**src/rtl/i2c_hflag_pkg.sv**
```systemverilog
package i2c_hflag_pkg;

  localparam int FLAG_W    = 8;
  localparam int NUM_LIVE  = 5;

  // Live flag positions inside the register
  localparam int POS_MB    = 0;
  localparam int POS_SB    = 1;
  localparam int POS_TXFE  = 3;
  localparam int POS_RXFF  = 4;
  localparam int POS_ERR   = 7;

  // Per-flag event vector; packed index 0 = host flag ... 4 = error flag
  typedef struct packed {
    logic err;
    logic rxff;
    logic txfe;
    logic sb;
    logic mb;
  } flag_ev_t;

  function automatic int live_pos(input int idx);
    case (idx)
      0:       return POS_MB;
      1:       return POS_SB;
      2:       return POS_TXFE;
      3:       return POS_RXFF;
      default: return POS_ERR;
    endcase
  endfunction

endpackage

```
**src/rtl/i2c_hflag_decode.sv**
```systemverilog
module i2c_hflag_decode #(
  parameter int          AW       = 8,
  parameter logic [AW-1:0] FLAG_OFS = 8'h18,
  parameter logic [AW-1:0] ADDR_OFS = 8'h24,
  parameter logic [AW-1:0] DATA_OFS = 8'h28,
  parameter logic [AW-1:0] CMD_OFS  = 8'h04,
  parameter int          CMD_LSB  = 0,
  parameter int          CMD_W    = 2
) (
  input  logic          bus_wr,
  input  logic          bus_rd,
  input  logic [AW-1:0] bus_addr,
  input  logic [7:0]    bus_wdata,
  input  logic          smart_en,
  output logic [7:0]    w1c_o,
  output logic          release_o
);

  logic hit_flag, hit_addr, hit_data, hit_cmd, cmd_nonzero;

  always_comb begin
    hit_flag    = (bus_addr == FLAG_OFS);
    hit_addr    = (bus_addr == ADDR_OFS);
    hit_data    = (bus_addr == DATA_OFS);
    hit_cmd     = (bus_addr == CMD_OFS);
    cmd_nonzero = |bus_wdata[CMD_LSB +: CMD_W];
    w1c_o       = (bus_wr && hit_flag) ? bus_wdata : 8'h00;
    release_o   = (bus_wr && (hit_addr || hit_data))
                | (bus_rd && hit_data && smart_en)
                | (bus_wr && hit_cmd && cmd_nonzero);
  end

endmodule

```
**src/rtl/i2c_hflag_lvl.sv**
```systemverilog
module i2c_hflag_lvl #(
  parameter int DEPTH = 16,
  parameter int LW    = $clog2(DEPTH + 1),
  parameter bit IS_TX = 1'b0
) (
  input  logic          clk,
  input  logic          rst,
  input  logic [LW-1:0] level_i,
  input  logic [LW-1:0] thresh_i,
  output logic          set_o,
  output logic          clr_o
);

  logic [LW-1:0] avail;
  logic          meet, meet_q;

  generate
    if (IS_TX) begin : g_free
      always_comb avail = LW'(DEPTH) - level_i;
    end else begin : g_fill
      always_comb avail = level_i;
    end
  endgenerate

  always_comb begin
    meet  = (avail != '0) && (avail >= thresh_i);
    set_o = meet && !meet_q;
    clr_o = (avail == '0);
  end

  always_ff @(posedge clk) begin
    if (rst) meet_q <= 1'b0;
    else     meet_q <= meet;
  end

endmodule

```
**src/rtl/i2c_hflag_bit.sv**
```systemverilog
module i2c_hflag_bit (
  input  logic clk,
  input  logic rst,
  input  logic set_i,
  input  logic clr_i,
  output logic q_o
);

  always_ff @(posedge clk) begin
    if (rst) q_o <= 1'b0;
    else     q_o <= set_i | (q_o & ~clr_i);
  end

endmodule

```
**src/rtl/i2c_hflag_hold.sv**
```systemverilog
module i2c_hflag_hold (
  input  logic clk,
  input  logic rst,
  input  logic sb_set_i,
  input  logic mb_set_i,
  input  logic arb_any_i,
  input  logic release_i,
  output logic hold_o
);

  logic raise;

  always_comb raise = sb_set_i | (mb_set_i & ~arb_any_i);

  always_ff @(posedge clk) begin
    if (rst) hold_o <= 1'b0;
    else     hold_o <= raise | (hold_o & ~release_i);
  end

endmodule

```
**src/rtl/i2c_hflag_ctrl.sv**
```systemverilog
module i2c_hflag_ctrl
  import i2c_hflag_pkg::*;
#(
  parameter int            DEPTH    = 16,
  parameter int            LW       = $clog2(DEPTH + 1),
  parameter int            ERR_N    = 4,
  parameter int            AW       = 8,
  parameter logic [AW-1:0] FLAG_OFS = 8'h18,
  parameter logic [AW-1:0] ADDR_OFS = 8'h24,
  parameter logic [AW-1:0] DATA_OFS = 8'h28,
  parameter logic [AW-1:0] CMD_OFS  = 8'h04,
  parameter int            CMD_LSB  = 0,
  parameter int            CMD_W    = 2
) (
  input  logic             clk,
  input  logic             rst,
  input  logic             ev_tx_done,
  input  logic             ev_rx_done,
  input  logic             ev_arb_lost,
  input  logic             ev_nack_arb_lost,
  input  logic             ev_bus_err,
  input  logic             ev_start_unknown,
  input  logic [ERR_N-1:0] err_src,
  input  logic [LW-1:0]    rx_level,
  input  logic [LW-1:0]    rx_thresh,
  input  logic [LW-1:0]    tx_level,
  input  logic [LW-1:0]    tx_thresh,
  input  logic             bus_wr,
  input  logic             bus_rd,
  input  logic [AW-1:0]    bus_addr,
  input  logic [7:0]       bus_wdata,
  input  logic             smart_en,
  input  logic [7:0]       irq_en,
  output logic [7:0]       flags,
  output logic             scl_hold,
  output logic             irq
);

  logic [7:0]          w1c;
  logic                rel;
  logic                rx_set, rx_clr, tx_set, tx_clr;
  logic                arb_any;
  flag_ev_t            hw_set, hw_clr;
  logic [NUM_LIVE-1:0] set_v, clr_v, bit_q;

  i2c_hflag_decode #(
    .AW(AW), .FLAG_OFS(FLAG_OFS), .ADDR_OFS(ADDR_OFS), .DATA_OFS(DATA_OFS),
    .CMD_OFS(CMD_OFS), .CMD_LSB(CMD_LSB), .CMD_W(CMD_W)
  ) u_dec (
    .bus_wr(bus_wr), .bus_rd(bus_rd), .bus_addr(bus_addr),
    .bus_wdata(bus_wdata), .smart_en(smart_en),
    .w1c_o(w1c), .release_o(rel)
  );

  i2c_hflag_lvl #(.DEPTH(DEPTH), .LW(LW), .IS_TX(1'b0)) u_rx (
    .clk(clk), .rst(rst), .level_i(rx_level), .thresh_i(rx_thresh),
    .set_o(rx_set), .clr_o(rx_clr)
  );

  i2c_hflag_lvl #(.DEPTH(DEPTH), .LW(LW), .IS_TX(1'b1)) u_tx (
    .clk(clk), .rst(rst), .level_i(tx_level), .thresh_i(tx_thresh),
    .set_o(tx_set), .clr_o(tx_clr)
  );

  always_comb begin
    arb_any      = ev_arb_lost | ev_nack_arb_lost;
    hw_set.err   = (|err_src) | arb_any | ev_bus_err;
    hw_set.rxff  = rx_set;
    hw_set.txfe  = tx_set;
    hw_set.sb    = ev_rx_done & ~ev_arb_lost & ~ev_bus_err;
    hw_set.mb    = ev_tx_done | ev_nack_arb_lost | ev_start_unknown;
    hw_clr.err   = 1'b0;
    hw_clr.rxff  = rx_clr;
    hw_clr.txfe  = tx_clr;
    hw_clr.sb    = rel;
    hw_clr.mb    = rel;
    set_v        = hw_set;
    clr_v        = hw_clr;
  end

  generate
    for (genvar i = 0; i < NUM_LIVE; i++) begin : g_flag
      i2c_hflag_bit u_bit (
        .clk(clk), .rst(rst),
        .set_i(set_v[i]),
        .clr_i(clr_v[i] | w1c[live_pos(i)]),
        .q_o(bit_q[i])
      );
    end
  endgenerate

  always_comb begin
    flags = 8'h00;
    for (int i = 0; i < NUM_LIVE; i++) flags[live_pos(i)] = bit_q[i];
  end

  i2c_hflag_hold u_hold (
    .clk(clk), .rst(rst),
    .sb_set_i(hw_set.sb), .mb_set_i(hw_set.mb),
    .arb_any_i(arb_any), .release_i(rel),
    .hold_o(scl_hold)
  );

  always_ff @(posedge clk) begin
    if (rst) irq <= 1'b0;
    else     irq <= |(flags & irq_en);
  end

endmodule

```
**config.mk**
```make
export PLATFORM = sky130hd
export DESIGN_NAME = i2c_hflag_ctrl
export DESIGN_NICKNAME = d
export VERILOG_FILES = /design/src/rtl/i2c_hflag_pkg.sv /design/src/rtl/i2c_hflag_decode.sv /design/src/rtl/i2c_hflag_lvl.sv /design/src/rtl/i2c_hflag_bit.sv /design/src/rtl/i2c_hflag_hold.sv /design/src/rtl/i2c_hflag_ctrl.sv
export SDC_FILE = /design/constraint.sdc
export NUM_CORES = 1
export LEC_CHECK = 0
export CORE_ASPECT_RATIO = 1.4
export CORE_MARGIN = 4
export CORE_UTILIZATION = 38
export CTS_BUF_LIST = sky130_fd_sc_hd__clkbuf_4 sky130_fd_sc_hd__clkbuf_8
export DETAILED_ROUTE_END_ITERATION = 8
export PLACE_DENSITY = 0.88
export SYNTH_ARGS = -nofsm -noshare
export SYNTH_HDL_FRONTEND = slang
export SYNTH_HIERARCHICAL = 1
export SYNTH_SLANG_ARGS = --single-unit
```
**constraint.sdc**
```tcl
create_clock -name clk -period 3.2 [get_ports clk]
set_clock_uncertainty 0.15 [all_clocks]
set_input_delay 0.32 -clock clk [delete_from_list [all_inputs] [get_ports clk]]
set_output_delay 0.32 -clock clk [all_outputs]
set_load 0.05 [all_outputs]
```
==> Word level (Yosys, flattened, before mapping) <==
Index checks and enable logic that the tools add are counted.
{ "op_classes": {"bitwise": 37, "order_cmp": 2, "reduce_logical": 20, "muxes": 1, "eq_ne": 4, "add_sub_neg": 1} }
{ "ops": {"columns": ["op", "count"], "rows": [
  ["$or 1x1->1", 18],
  ["$eq 8x6->1 const B", 2],
  ["$ge 5x5->1", 2],
  ["$logic_and 1x1->1", 10],
  ["$logic_not 5->1", 2],
  ["$reduce_bool 5->1", 2],
  ["$and 1x1->1", 9],
  ["$not 1->1", 9],
  ["$and 8x8->8", 1],
  ["$eq 8x3->1 const B", 1],
  ["$eq 8x5->1 const B", 1],
  ["$mux 8", 1],
  ["$reduce_or 8->1", 1],
  ["$sub 5x5->5 const A", 1],
  ["$reduce_or 4->1", 1],
  ["$logic_not 1->1", 2],
  ["$reduce_or 2->1", 1],
  ["$logic_or 1x1->1", 1]
]} }
{ "word_totals": {"register_bits": 9, "out_inout_bits": 10, "inputBits": 59, "wordCells": 74} }

==> Depth between registers and ports, before layout <==
Gate-level depths: netlist of the first run.
{ "logic_depth": {"depth_word": 9, "mapped_depth": 10, "ltp_nobuf": 10} }

==> Hierarchy <==
The synthesis of the first run kept the hierarchy.
{ "by_module_without_submodules": {"columns": ["mod", "seq_area_each_um2", "area_each_um2", "cells_per_inst", "n_inst"], "rows": [
  ["i2c_hflag_lvl (u_tx)", 20.0, 269.0, 35, 1],
  ["i2c_hflag_bit", 20.0, 38.8, 4, 5],
  ["i2c_hflag_lvl (u_rx)", 20.0, 177.7, 22, 1],
  ["i2c_hflag_ctrl", 20.0, 128.9, 18, 1],
  ["i2c_hflag_decode", 0.0, 125.1, 17, 1],
  ["i2c_hflag_hold", 20.0, 42.5, 5, 1]
]} }

==> Least setup slack after synthesis of the first run <==
No wires, ideal clock.
{ "synth_timing": {"kind": "input to register", "from": "in tx_level[0]", "to": "reg g_flag[2].u_bit.q_o", "required_ns": 2.935, "setup_time_ns": 0.115, "setup_slack_ns": 1.208, "stages": 10, "arrival_ns": 1.727, "path_buffers": 0, "cell_sequence": "inv_1 > ha_1 > nor3b_1 > xor2_1 > ha_1 > a21o_1 > a31oi_1 > nor3_1 > inv_1 > a21oi_2"} }
{ "synth_lines": {"columns": ["item", "line", "source"], "rows": [
  ["from (decl)", "i2c_hflag_ctrl.sv:26", "input logic [LW-1:0] tx_level,"],
  ["to (signal assigned)", "i2c_hflag_bit.sv:11", "else q_o <= set_i | (q_o & ~clr_i);"],
  ["to (decl)", "i2c_hflag_bit.sv:6", "output logic q_o"]
]} }

==> results.py, run 1 <==
metrics = {
    "floorplanning": {
        "start_util": 0.408,
        "die_y_um": 66.2,
        "boundaryPins": 69,
        "fp.dieArea_mm2": 0.00328,
        "core_area_mm2": 0.00225,
        "die-width_um": 49.6,
        "rows": 20,
    },
    "setup_path": {
        "critical_path.max_fanout": 4,
        "start_kind": "primary input",
        "worst_setup_path_end_kind": "flop",
        "worstSetupStartpoint": "tx_level[0]",
        "crit_type": "in2reg",
        "rr_startpoint": "g_flag[1].u_bit/q_o",
        "cp.arrival_ns": 2.42,
        "critPathRequiredTime_ns": 3.19,
    },
    "clocking": {
        "post_cts_buffers": 0,
        "clockBufferDepth": 2,
        "cts-root-buf": "clkbuf_4",
        "worstSkewPairLatency_ns": 0.26,
        "clk_pin_slew_ns": 0.06,
        "cts_hold_repair.buffers": 0,
        "clkSinkCount": 9,
        "cts_tree": "yes",
        "htree_levels": 1,
        "cts_resized": 0,
        "numCtsBuffers": 3,
    },
    "timing": {
        "finalCriticalPeriod_ns": 2.43,
        "slew_violations": 0,
        "worstMarginPinSlew_ns": 0.501,
        "period_share": 0.761,
        "finalHoldViolations": 0,
        "relSlewSlack": 0.665,
        "rsz0062_at_grt": "no",
        "worst_slack_ns": 0.766,
        "fmax_ghz": 0.411,
        "setup_violations": 0,
        "fin_tns_setup_ns": 0,
    },
    "layout": {
        "fin_area_mm2": 0.00155,
        "drive_above_1_share": 0.108,
        "n_antenna_cell": 0,
        "nFillCells": 192,
        "area_growth_pct": 68.9,
        "final_common_cell": "clkdlybuf4s50_1",
        "mostFrequentLayoutCells": "clkdlybuf4s50_1, inv_1, ha_1, dfxtp_1, nand2b_1",
        "final_nets": 248,
    },
    "run": {
        "drv_cap": 0,
    },
    "routing": {
        "finalWirelength_um": 2660,
        "routed-via-count": 1025,
        "drc": 0,
        "drt-vias-per-instance": 5.18,
        "drt_pass1_iterations": 4,
        "routedWlPerCell_um": 13.4,
        "route.antenna.remaining_nets": 0,
        "drt_iter0_markers": 15,
    },
    "power": {
        "power_density_mw_per_mm2": 270,
        "leakagePower_nw": 0.689,
        "vdd_drop_max_mv": 0.142,
    },
    "synth": {
        "syn_area_um2": 918,
        "synth_area_per_cell_um2": 8.06,
        "syn_inst": 114,
        "yosys_warnings": 6,
    },
    "placed_design": {
        "dpl-instance-area_mm2": 0.00152,
        "gp_congestion": 0.749,
        "port_buffers": 59,
        "hpwl_um": 2330,
        "post-place-ws_ns": 0.492,
    },
    "grt": {
        "grt_use_total": 0.172,
        "grt_pass1_vias": 1121,
        "grt_first_pass_wirelength_um": 4440,
        "grt_overflow": 0,
        "grt_max_degree": 10,
        "antenna_found_initial": 0,
    },
    "hold_path": {
        "min_from": "g_flag[3].u_bit/q_o",
        "hold_class": "reg2reg",
    },
    "run_status": {
        "status": "finished, final reports clean",
    },
}
## report_power, final
part | leakage (nW) | total [mW] | switching [mW] | internal [mW]
combinational | 0.596 | 0.195 | 0.0915 | 0.103
sequential | 0.0749 | 0.129 | 0.00625 | 0.123
clock | 0.0184 | 0.0953 | 0.0388 | 0.0565
## flip-flops by register name, summed over array words and instances, names as in the netlist
signal	cells
g_flag.u_bit/q_o	5
irq	1
u_hold/hold_o	1
u_rx/meet_q	1
u_tx/meet_q	1
## per-layer routing
layer	global-route usage	wire length [um]
met2	0.373	1510
met5	0	0
met1	0.149	912
met4	0.0519	14
met3	0.0361	221
## layout make-up
cell class	count	area, um^2	area share
Timing Repair Buffer	59	591	0.381
Inverter	17	63.8	0.0411
Tap cell	22	27.5	0.0177
Sequential cell	9	180	0.116
Clock buffer	4	30.0	0.0194
Multi-Input combinational cell	87	659	0.425
## metrics by stage
stage	hold slack (ns)	power, mW	utilization	instances
floorplan	0.232	0.229	-	116
global placement	0.332	0.320	0.676	194
detailed placement	0.344	0.327	0.676	194
CTS	0.352	0.425	0.689	198
global route	0.376	0.448	0.689	198
finish	0.352	0.419	0.689	198
## critical path, stage by stage
cell and delay [ns]:
clkdlybuf4s50_1 0.43, inv_1 0.12, ha_1 0.24, nor3b_1 0.29, xor2_1 0.18, ha_1 0.26
a21o_1 0.18, a31oi_1 0.20, nor3_1 0.07, inv_1 0.07, a21oi_2 0.05
## worst paths after layout
kind / to / slack (ns) / cells after the start
hold reg to reg: g_flag[3].u_bit/q_o / 0.35 / 2
hold / removal: g_flag[3].u_bit/q_o / 0.35 / 2
setup reg to reg: irq / 2.18 / 2
setup / recovery: g_flag[2].u_bit/q_o / 0.77 / 11
No activity file was read; power rests on OpenSTA's default activity.
==> run 2, diff against run 1 <==
Settings changed: CORE_UTILIZATION 38 to 32, PLACE_DENSITY 0.88 to 0.79.
Clock period 3.2 ns to 2.07 ns, I/O delays scaled along.
==> results.py, run 2 (same netlist as run 1, synthesis figures left out) <==
metrics = {
    "timing": {
        "setup_violations": 0,
        "relSlewSlack": 0.667,
        "slew_violations": 0,
        "rsz0062_at_grt": "no",
        "period_share": 0.985,
        "finalCriticalPeriod_ns": 2.04,
        "worstMarginPinSlew_ns": 0.499,
        "finalHoldViolations": 0,
        "hold_ws_ns": 0.352,
        "fmax_ghz": 0.491,
    },
    "floorplanning": {
        "start_util": 0.340,
        "die_y_um": 71.4,
        "die-width_um": 53.3,
        "rows": 22,
        "fp.dieArea_mm2": 0.00380,
        "core_area_mm2": 0.00270,
        "boundaryPins": 69,
    },
    "clocking": {
        "htree_levels": 1,
        "cts_hold_repair.buffers": 0,
        "cts_tree": "yes",
        "cts-root-buf": "clkbuf_4",
        "post_cts_buffers": 0,
        "worstSkewPairLatency_ns": 0.25,
        "clkSinkCount": 9,
        "cts_resized": 8,
        "clk_pin_slew_ns": 0.06,
        "clockBufferDepth": 2,
        "numCtsBuffers": 3,
    },
    "power": {
        "leakagePower_nw": 0.744,
        "p_total_uw": 659,
        "power_density_mw_per_mm2": 397,
        "vdd_drop_max_mv": 0.231,
    },
    "layout": {
        "fin_area_mm2": 0.00166,
        "top_register": "g_flag.u_bit/q_o",
        "n_antenna_cell": 0,
        "final_nets": 258,
        "mostFrequentLayoutCells": "clkdlybuf4s50_1, inv_1, ha_1, buf_4, dfxtp_1",
        "fin_cells": 222,
        "final_common_cell": "clkdlybuf4s50_1",
        "largest_reg_flops": 5,
        "drive_above_1_share": 0.183,
        "area_growth_pct": 80.8,
    },
    "grt": {
        "grt_use_total": 0.152,
        "grt_overflow": 0,
        "grt_max_degree": 10,
        "grt_pass1_vias": 1127,
        "antenna_found_initial": 0,
        "grt_first_pass_wirelength_um": 4450,
    },
    "placed_design": {
        "gp_congestion": 0.741,
        "dpl-instance-area_mm2": 0.00161,
        "port_buffers": 59,
        "hpwl_um": 2580,
        "placed_cells": 218,
    },
    "run_status": {
        "status": "finished, final reports clean",
    },
    "routing": {
        "route.antenna.remaining_nets": 0,
        "drt-vias-per-instance": 4.75,
        "drt_iter0_markers": 4,
        "routedWlPerCell_um": 12.8,
        "drc": 0,
        "routed-via-count": 1054,
        "finalWirelength_um": 2850,
        "drt_pass1_iterations": 4,
    },
    "hold_path": {
        "hold_class": "reg2reg",
    },
    "setup_path": {
        "worst_setup_path_end_kind": "flop",
        "cp.arrival_ns": 2.02,
        "critPathRequiredTime_ns": 2.05,
        "crit_type": "in2reg",
        "critical_path.max_fanout": 3,
        "start_kind": "primary input",
    },
    "run": {
        "drv_cap": 0,
    },
}
run 2: cell count changes in the layout (fill, tap and decap cells not counted), sizes merged:
cell	before	now
buf	0	10
clkdlybuf4s50	59	57
dlygate4sd2	0	2
run 2: critical path: stages:
cell and delay [ns]:
clkdlybuf4s50_1 0.41, or4_4 0.53, nor4_1 0.29, a21boi_2 0.26, or2_2 0.14, nand2b_1 0.12, a21oi_2 0.06
run 2: path summary, 6_finish.rpt:
path	startpoint	endpoint	slack, ns	depth (start not counted)
setup / recovery	bus_addr[1]	g_flag[0].u_bit/q_o	0.03	7
hold reg to reg	u_rx/meet_q	g_flag[3].u_bit/q_o	0.35	3
setup reg to reg	g_flag[1].u_bit/q_o	irq	1.05	2
hold / removal	u_rx/meet_q	g_flag[3].u_bit/q_o	0.35	3
run 2: per-layer routing:
layer | track usage | wire length [um] | share of wire | vias up
li1 | - | - | - | 530
met1 | 0.144 | 978 | 0.34 | 468
met2 | 0.296 | 1590 | 0.56 | 50
met3 | 0.0333 | 226 | 0.079 | 6
met4 | 0.0597 | 51 | 0.018 | 0
met5 | 0 | 0 | 0 | -
run 2: cell type report:
cell class	instances	area, um^2
Fill cell	272	1040
Multi-Input combinational cell	87	678
Timing Repair Buffer	69	663
Sequential cell	9	180
Inverter	17	63.8
Tap cell	36	45.0
Clock buffer	4	30.0
run 2: report_power, final:
group,internal (mW),switching [mW],total (mW)
clock,0.0870,0.0557,0.143
sequential,0.190,0.0101,0.200
combinational,0.171,0.146,0.317
run 2: stage by stage:
step | setup WS [ns] | TNS, ns | utilization
after floorplan | 0.191 | 0 | -
after global routing | 0.00312 | 0 | 0.615
after CTS | 0.0513 | 0 | 0.615
after detailed placement | -0.425 | -1.84 | 0.598
after global placement | -0.261 | -1.32 | 0.598
final | 0.0317 | 0 | 0.615
